===== src/rtl/cfg_loader_pkg.sv =====
package cfg_loader_pkg;
  typedef enum logic [2:0] {
    ST_IDLE,
    ST_FETCH,
    ST_BIT_LO,
    ST_BIT_HI,
    ST_POLL_LO,
    ST_POLL_HI,
    ST_TAIL_LO,
    ST_TAIL_HI
  } ld_state_e;
endpackage


===== src/rtl/cfg_sync2.sv =====
module cfg_sync2 (
  input  logic clk_i,
  input  logic rst_ni,
  input  logic d_i,
  output logic q_o
);
  logic ff1_q, ff2_q;
  always_ff @(posedge clk_i or negedge rst_ni) begin
    if (!rst_ni) begin
      ff1_q <= 1'b0;
      ff2_q <= 1'b0;
    end else begin
      ff1_q <= d_i;
      ff2_q <= ff1_q;
    end
  end
  assign q_o = ff2_q;
endmodule


===== src/rtl/cfg_phase_timer.sv =====
// Counts cycles spent in one clock phase; expire_o marks the last cycle.
module cfg_phase_timer #(
  parameter int unsigned W = 8
) (
  input  logic         clk_i,
  input  logic         rst_ni,
  input  logic         clear_i,
  input  logic [W-1:0] limit_i,
  output logic         expire_o
);
  logic [W-1:0] cnt_q;
  assign expire_o = (cnt_q == limit_i - W'(1));
  always_ff @(posedge clk_i or negedge rst_ni) begin
    if (!rst_ni)                cnt_q <= '0;
    else if (clear_i || expire_o) cnt_q <= '0;
    else                        cnt_q <= cnt_q + W'(1);
  end
endmodule


===== src/rtl/cfg_watchdog.sv =====
// Runs while run_i is high, restarts from zero whenever it is low.
module cfg_watchdog #(
  parameter int unsigned LIMIT = 1000,
  localparam int unsigned W = $clog2(LIMIT + 1)
) (
  input  logic clk_i,
  input  logic rst_ni,
  input  logic run_i,
  output logic expire_o
);
  logic [W-1:0] cnt_q;
  assign expire_o = run_i && (cnt_q == W'(LIMIT - 1));
  always_ff @(posedge clk_i or negedge rst_ni) begin
    if (!rst_ni)                        cnt_q <= '0;
    else if (!run_i)                    cnt_q <= '0;
    else if (cnt_q != W'(LIMIT - 1))    cnt_q <= cnt_q + W'(1);
  end
endmodule


===== src/rtl/cfg_stream_loader.sv =====
module cfg_stream_loader
  import cfg_loader_pkg::*;
#(
  parameter int unsigned CLK_HZ        = 250_000_000,
  parameter int unsigned HALF_US       = 100,
  parameter int unsigned TIMEOUT_MS    = 2000,
  parameter int unsigned DATA_HALF_CYC = 2,
  parameter int unsigned TAIL_PULSES   = 50,
  parameter int unsigned LEN_W         = 18
) (
  input  logic             clk_i,
  input  logic             rst_ni,
  input  logic             start_i,
  input  logic [LEN_W-1:0] img_len_i,
  input  logic             byte_valid_i,
  output logic             byte_ready_o,
  input  logic [7:0]       byte_data_i,
  output logic             cs_n_o,
  output logic             sclk_o,
  output logic             sdata_o,
  input  logic             cdone_i,
  output logic             busy_o,
  output logic             ok_o,
  output logic             fail_o
);
  localparam longint unsigned HALF64 = (64'(CLK_HZ) * 64'(HALF_US)) / 64'd1_000_000;
  localparam longint unsigned TMO64  = (64'(CLK_HZ) * 64'(TIMEOUT_MS)) / 64'd1_000;
  localparam int unsigned HALF_CYC = int'(HALF64);
  localparam int unsigned TMO_CYC  = int'(TMO64);
  localparam int unsigned PH_MAX   = (HALF_CYC > DATA_HALF_CYC) ? HALF_CYC : DATA_HALF_CYC;
  localparam int unsigned PH_W     = $clog2(PH_MAX + 1);
  localparam int unsigned TAIL_W   = $clog2(TAIL_PULSES + 1);

  ld_state_e         state_q, state_d;
  logic [7:0]        shreg_q, shreg_d;
  logic [2:0]        bit_q, bit_d;
  logic [LEN_W-1:0]  left_q, left_d;
  logic [TAIL_W-1:0] tail_q, tail_d;
  logic              sclk_q, sclk_d, cs_n_q, cs_n_d, sdata_q, sdata_d;
  logic              ok_q, ok_d, fail_q, fail_d;

  logic            done_s, tmr_exp, wdg_exp, in_data, in_poll;
  logic [PH_W-1:0] tmr_lim;

  cfg_sync2 u_done_sync (
    .clk_i  (clk_i),
    .rst_ni (rst_ni),
    .d_i    (cdone_i),
    .q_o    (done_s)
  );

  assign in_data = (state_q == ST_BIT_LO) || (state_q == ST_BIT_HI);
  assign in_poll = (state_q == ST_POLL_LO) || (state_q == ST_POLL_HI);
  assign tmr_lim = in_data ? PH_W'(DATA_HALF_CYC) : PH_W'(HALF_CYC);

  cfg_phase_timer #(.W(PH_W)) u_phase (
    .clk_i    (clk_i),
    .rst_ni   (rst_ni),
    .clear_i  (state_d != state_q),
    .limit_i  (tmr_lim),
    .expire_o (tmr_exp)
  );

  cfg_watchdog #(.LIMIT(TMO_CYC)) u_wdg (
    .clk_i    (clk_i),
    .rst_ni   (rst_ni),
    .run_i    (in_poll),
    .expire_o (wdg_exp)
  );

  always_comb begin
    state_d = state_q;
    shreg_d = shreg_q;
    bit_d   = bit_q;
    left_d  = left_q;
    tail_d  = tail_q;
    sclk_d  = sclk_q;
    cs_n_d  = cs_n_q;
    sdata_d = sdata_q;
    ok_d    = ok_q;
    fail_d  = fail_q;
    unique case (state_q)
      ST_IDLE: if (start_i) begin
        ok_d   = 1'b0;
        fail_d = 1'b0;
        left_d = img_len_i;
        if (img_len_i == '0) begin
          sclk_d  = 1'b0;
          state_d = ST_POLL_LO;
        end else begin
          cs_n_d  = 1'b0;
          state_d = ST_FETCH;
        end
      end
      ST_FETCH: if (byte_valid_i) begin
        shreg_d = byte_data_i;
        sdata_d = byte_data_i[7];
        bit_d   = '0;
        sclk_d  = 1'b0;
        state_d = ST_BIT_LO;
      end
      ST_BIT_LO: if (tmr_exp) begin
        sclk_d  = 1'b1;
        state_d = ST_BIT_HI;
      end
      ST_BIT_HI: if (tmr_exp) begin
        if (bit_q == 3'd7) begin
          left_d = left_q - LEN_W'(1);
          if (left_q == LEN_W'(1)) begin
            cs_n_d  = 1'b1;
            sclk_d  = 1'b0;
            state_d = ST_POLL_LO;
          end else begin
            state_d = ST_FETCH;
          end
        end else begin
          bit_d   = bit_q + 3'd1;
          shreg_d = {shreg_q[6:0], 1'b0};
          sdata_d = shreg_q[6];
          sclk_d  = 1'b0;
          state_d = ST_BIT_LO;
        end
      end
      ST_POLL_LO: begin
        if (wdg_exp) begin
          fail_d  = 1'b1;
          sclk_d  = 1'b1;
          state_d = ST_IDLE;
        end else if (tmr_exp) begin
          sclk_d  = 1'b1;
          state_d = ST_POLL_HI;
        end
      end
      ST_POLL_HI: begin
        if (tmr_exp && done_s) begin
          tail_d  = '0;
          sclk_d  = 1'b0;
          state_d = ST_TAIL_LO;
        end else if (wdg_exp) begin
          fail_d  = 1'b1;
          state_d = ST_IDLE;
        end else if (tmr_exp) begin
          sclk_d  = 1'b0;
          state_d = ST_POLL_LO;
        end
      end
      ST_TAIL_LO: if (tmr_exp) begin
        sclk_d  = 1'b1;
        state_d = ST_TAIL_HI;
      end
      ST_TAIL_HI: if (tmr_exp) begin
        if (tail_q == TAIL_W'(TAIL_PULSES - 1)) begin
          ok_d    = 1'b1;
          state_d = ST_IDLE;
        end else begin
          tail_d  = tail_q + TAIL_W'(1);
          sclk_d  = 1'b0;
          state_d = ST_TAIL_LO;
        end
      end
      default: state_d = ST_IDLE;
    endcase
  end

  always_ff @(posedge clk_i or negedge rst_ni) begin
    if (!rst_ni) begin
      state_q <= ST_IDLE;
      shreg_q <= '0;
      bit_q   <= '0;
      left_q  <= '0;
      tail_q  <= '0;
      sclk_q  <= 1'b1;
      cs_n_q  <= 1'b1;
      sdata_q <= 1'b0;
      ok_q    <= 1'b0;
      fail_q  <= 1'b0;
    end else begin
      state_q <= state_d;
      shreg_q <= shreg_d;
      bit_q   <= bit_d;
      left_q  <= left_d;
      tail_q  <= tail_d;
      sclk_q  <= sclk_d;
      cs_n_q  <= cs_n_d;
      sdata_q <= sdata_d;
      ok_q    <= ok_d;
      fail_q  <= fail_d;
    end
  end

  assign byte_ready_o = (state_q == ST_FETCH);
  assign busy_o       = (state_q != ST_IDLE);
  assign cs_n_o       = cs_n_q;
  assign sclk_o       = sclk_q;
  assign sdata_o      = sdata_q;
  assign ok_o         = ok_q;
  assign fail_o       = fail_q;

  a_r2_cs_high_idle: assert property (@(posedge clk_i) disable iff (!rst_ni)
    !busy_o |-> cs_n_o);
  a_r3_data_held_high: assert property (@(posedge clk_i) disable iff (!rst_ni)
    sclk_o && $past(sclk_o) |-> $stable(sdata_o));
  a_r4_request_on_high: assert property (@(posedge clk_i) disable iff (!rst_ni)
    byte_ready_o |-> sclk_o && !cs_n_o);
  a_r9_count_no_reload: assert property (@(posedge clk_i) disable iff (!rst_ni)
    $past(busy_o) |-> left_q <= $past(left_q));
  a_r10_flags_exclusive: assert property (@(posedge clk_i) disable iff (!rst_ni)
    !(ok_o && fail_o));
  a_r10_ok_holds: assert property (@(posedge clk_i) disable iff (!rst_ni)
    $past(ok_o) && !$past(start_i) |-> ok_o);
  a_r7_ok_parked: assert property (@(posedge clk_i) disable iff (!rst_ni)
    ok_o |-> !busy_o && sclk_o && cs_n_o);
  a_r8_fail_parked: assert property (@(posedge clk_i) disable iff (!rst_ni)
    fail_o |-> !busy_o && sclk_o && cs_n_o);
endmodule


===== config.mk =====
export PLATFORM = sky130hd
export DESIGN_NAME = cfg_stream_loader
export DESIGN_NICKNAME = d
export VERILOG_FILES = /design/src/rtl/cfg_loader_pkg.sv /design/src/rtl/cfg_sync2.sv /design/src/rtl/cfg_phase_timer.sv /design/src/rtl/cfg_watchdog.sv /design/src/rtl/cfg_stream_loader.sv
export SDC_FILE = /design/constraint.sdc
export NUM_CORES = 1
export LEC_CHECK = 0
export ABC_AREA = 1
export BUFFER_PORTS_ARGS = -buffer_cell sky130_fd_sc_hd__buf_2
export CAP_MARGIN = 20
export CORE_MARGIN = 2
export CORE_UTILIZATION = 45
export DETAILED_ROUTE_END_ITERATION = 8
export PLACE_DENSITY_LB_ADDON = 0.12
export SLEW_MARGIN = 10
export SYNTH_ARGS = -nofsm -noshare
export SYNTH_HDL_FRONTEND = slang
export SYNTH_SLANG_ARGS = --single-unit

===== constraint.sdc =====
create_clock -name clk_i -period 2.49 [get_ports clk_i]
set_input_delay 0.498 -clock clk_i [delete_from_list [all_inputs] [get_ports clk_i]]
set_output_delay 0.498 -clock clk_i [all_outputs]
set_load 0.02 [all_outputs]

==> reports/metrics.yaml <==
run_status: "completed"
antenna_violations_before_repair: 0
timing.hold.ws_ns: 0.0887
drcViolationCount: 0
finish.cell_count_without_fillers: 909
timing.max_slew.rel_slack_pct: 61.4
clock_tree.htree_level_count: 3
max-clock-path-buffers: 2
top_cell_type_by_total_area_after_synthesis: "sky130_fd_sc_hd__dfrtp_1"
min_path_type: "input pin to async pin"
initial_utilization_pct: 46.7
port-buffer-count: 37
critical_path.endpoint_type: "register"
dieHeight_microns: 113
ios: 38
cts-root-buf: "sky130_fd_sc_hd__clkbuf_16"
die_w_microns: 113
area_delta_synth_final_pct: 14.1
final_setup_skew_ns: 0.00677
timing.setup.tns_ns: 0
maximum_fanout_along_the_worst_path: 13
final_cell_mix: "sky130_fd_sc_hd__nand2_1, sky130_fd_sc_hd__nor2_1, sky130_fd_sc_hd__dfrtp_1, sky130_fd_sc_hd__inv_1, sky130_fd_sc_hd__o21ai_0"
worstMarginPinSlew_ns: 0.574
num_rows: 39
routabilityCongestion: 0.901
antenna_cells: 0
grt_use_total_pct: 20.8
syn-cell-area_sq_um: 5380
critical_path_s_largest_stage_delay_ns: 0.39
initialDrtViolationCount: 323
synth-main-ff-cell: "sky130_fd_sc_hd__dfrtp_1"
cts_made_buffers: 9
dp.cells: 885
leakagePower_nw: 2.62
fp.coreArea_sq_um: 11500
finish.net_count: 800
detailroute.via_count: 4812
final_design_area_no_fill_sq_um: 6140
syn_nets: 744
grt_first_pass_wirelength_microns: 21300
post_drt_wl_per_cell_microns: 13.7
synth_edf_count: 0
ys_types: 48
route.antenna.remaining_nets: 0
cp.required_ns: 2.72
powerDensity_nw_per_um2: 962
mostFrequentLayoutCell: "sky130_fd_sc_hd__nand2_1"
finalSetupViolations: 0
cts_num_sinks: 88
report.final.slew_viol_count: 0
timing.critical_path.cells: "ha_1 -> nand3_2 -> nor2_4 -> nand4_4 -> nor2_4 -> inv_2 -> nand2_2 -> nand3_2 -> nor2_1 -> nor2_2 -> nand3_4 -> buf_4 -> nor2_4"
arrival_ns: 2.51
fraction_of_layout_cells_with_a_size_suffix_above_1_pct: 14.5
clock_latency_ns: 0.35
ys_ff_latch: 88
floorplan_die_area_sq_um: 12800
path_class: "register to register"
largest_cells_by_area_after_synthesis: "sky130_fd_sc_hd__dfrtp_1, sky130_fd_sc_hd__nand2_1, sky130_fd_sc_hd__nor2_1, sky130_fd_sc_hd__inv_1, sky130_fd_sc_hd__o21ai_0"
timing.final.crit_period_ns: 2.28
timing.fmax_mhz: 439
final-hold-violation-count: 0
rsz0062_at_grt: "no"
dp_hpwl_microns: 9420
yosysTopAreaCellShare_pct: 40.0
finalWirelength_microns: 12500
cpMostUsedCell: "sky130_fd_sc_hd__nor2_4"
grt_max_degree: 38
synth_sequential_area_ratio_pct: 41.0
slowest_stage: "sky130_fd_sc_hd__dfrtp_1"
synthesis.area_per_instance_sq_um: 7.63
post_drt_via_cell_ratio: 5.29
cts_tree: "built"
ir_drop_mv: 0.576
globalRoute.totalOverflow: 0
synthesis.instances: 705
placedInstanceArea_sq_um: 5790
synthesis.yosys.warnings: 0
layout_worst_path_cycle_share_pct: 91.5
grt_pass1_vias: 4557
worst_setup_hold_path_clk_slew_ns: 0.06
critPathLaunchType: "register"
report.power.total_w: 0.00590
maxCapViolations: 0
synth-async-reset-ratio_pct: 100
detail_route.first_pass.iterations: 4
==> synthesized netlist by cell type (2+ instances only) <==
library cell	count
sky130_fd_sc_hd__ha_1	8
sky130_fd_sc_hd__inv_2	4
sky130_fd_sc_hd__buf_2	4
sky130_fd_sc_hd__nand2_1	132
sky130_fd_sc_hd__o221ai_1	2
sky130_fd_sc_hd__clkbuf_1	8
sky130_fd_sc_hd__nor2_4	12
sky130_fd_sc_hd__xor2_1	26
sky130_fd_sc_hd__o311ai_0	2
sky130_fd_sc_hd__o2111ai_1	2
sky130_fd_sc_hd__nor2_1	99
sky130_fd_sc_hd__nand3_1	46
sky130_fd_sc_hd__a31oi_1	6
sky130_fd_sc_hd__nor2_2	5
sky130_fd_sc_hd__nand4_1	18
sky130_fd_sc_hd__dfstp_2	2
sky130_fd_sc_hd__o31ai_1	5
sky130_fd_sc_hd__and2_0	2
sky130_fd_sc_hd__o21ai_0	49
sky130_fd_sc_hd__dfrtp_1	86
sky130_fd_sc_hd__nand2_2	5
sky130_fd_sc_hd__a22oi_1	2
sky130_fd_sc_hd__o21a_1	2
sky130_fd_sc_hd__nor4_1	10
sky130_fd_sc_hd__nor3_1	23
sky130_fd_sc_hd__nand3_4	2
sky130_fd_sc_hd__o211ai_1	9
sky130_fd_sc_hd__inv_1	83
sky130_fd_sc_hd__nand3_2	2
sky130_fd_sc_hd__xnor2_1	7
sky130_fd_sc_hd__o22ai_1	2
sky130_fd_sc_hd__a21oi_1	24
==> metal layers <==
metal,global-route usage (%),wire [microns],up-vias
li1,-,-,2452
met1,30.2,6350,2246
met2,30.8,5380,96
met3,3.86,503,18
met4,8.13,254,0
met5,0,0,-
==> where the power goes <==
group | internal, W | switching (W)
clock | 0.000757 | 0.000534
combinational | 0.000928 | 0.00170
sequential | 0.00176 | 0.000224
==> final timing paths <==
kind / endpoint / from / slack [ns] / cells past startpoint
max: u_phase.cnt_q[10] / u_wdg.cnt_q[1] / 0.21 / 13
min: u_wdg.cnt_q[15] / rst_ni / 0.09 / 1
max reg2reg: u_phase.cnt_q[10] / u_wdg.cnt_q[1] / 0.21 / 13
min reg2reg: u_done_sync.q_o / u_done_sync.ff1_q / 0.35 / 0
max in group asynchronous: u_wdg.cnt_q[14] / rst_ni / 1.72 / 3
min in group clk_i: u_done_sync.ff1_q / cdone_i / 0.26 / 1
==> cells by family after synthesis <==
kind of cell,after synthesis,share of synthesized area (%)
adders and majority gates,8,1.86
xor gates and xnor gates,33,5.37
buffers and inverters,102,7.51
DFF,88,41.0
AOI/OAI and AO/OA,112,12.3
and+or+nand+nor,362,31.9
==> critical path: cells and delay by family (launching register included) <==
kind	cells	cell delay, ns
buffers and inverters	2	0.23
AND/OR/NAND/NOR	10	1.28
flip-flops	1	0.39
adder cells (fa/ha/maj)	1	0.24
==> through the flow <==
step	util, %	worst slack (ns)
3_5_place_dp	50.3	0.150
4_1_cts	52.7	0.135
2_1_floorplan	-	0.514
6_report	53.3	0.212
3_3_place_gp	50.3	0.282
5_1_grt	53.3	0.00613
==> registers in the layout, indices dropped and copies added (netlist names), 3 cells and up <==
signal / flops
bit_q: 3
left_q: 18
shreg_q: 7
state_q: 3
tail_q: 6
u_phase.cnt_q: 15
u_wdg.cnt_q: 29
==> final cells by class <==
class / count / area (sq um)
Timing Repair Buffer: 59 / 365
Sequential cell: 88 / 2200
Multi-Input combinational cell: 515 / 2770
Clock buffer: 14 / 274
Inverter: 88 / 330
Tap cell: 143 / 179
Fill cell: 1156 / 5380
Clock inverter: 2 / 12.5
==> timing repair <==
item	4_1_cts	5_1_grt
gates resized for setup	0	1
hold buffers	0	0
setup buffers	0	8
endpoints found under the hold margin	0	0
endpoints found under the setup margin	0	15
Power figures use the tool's default switching activity.
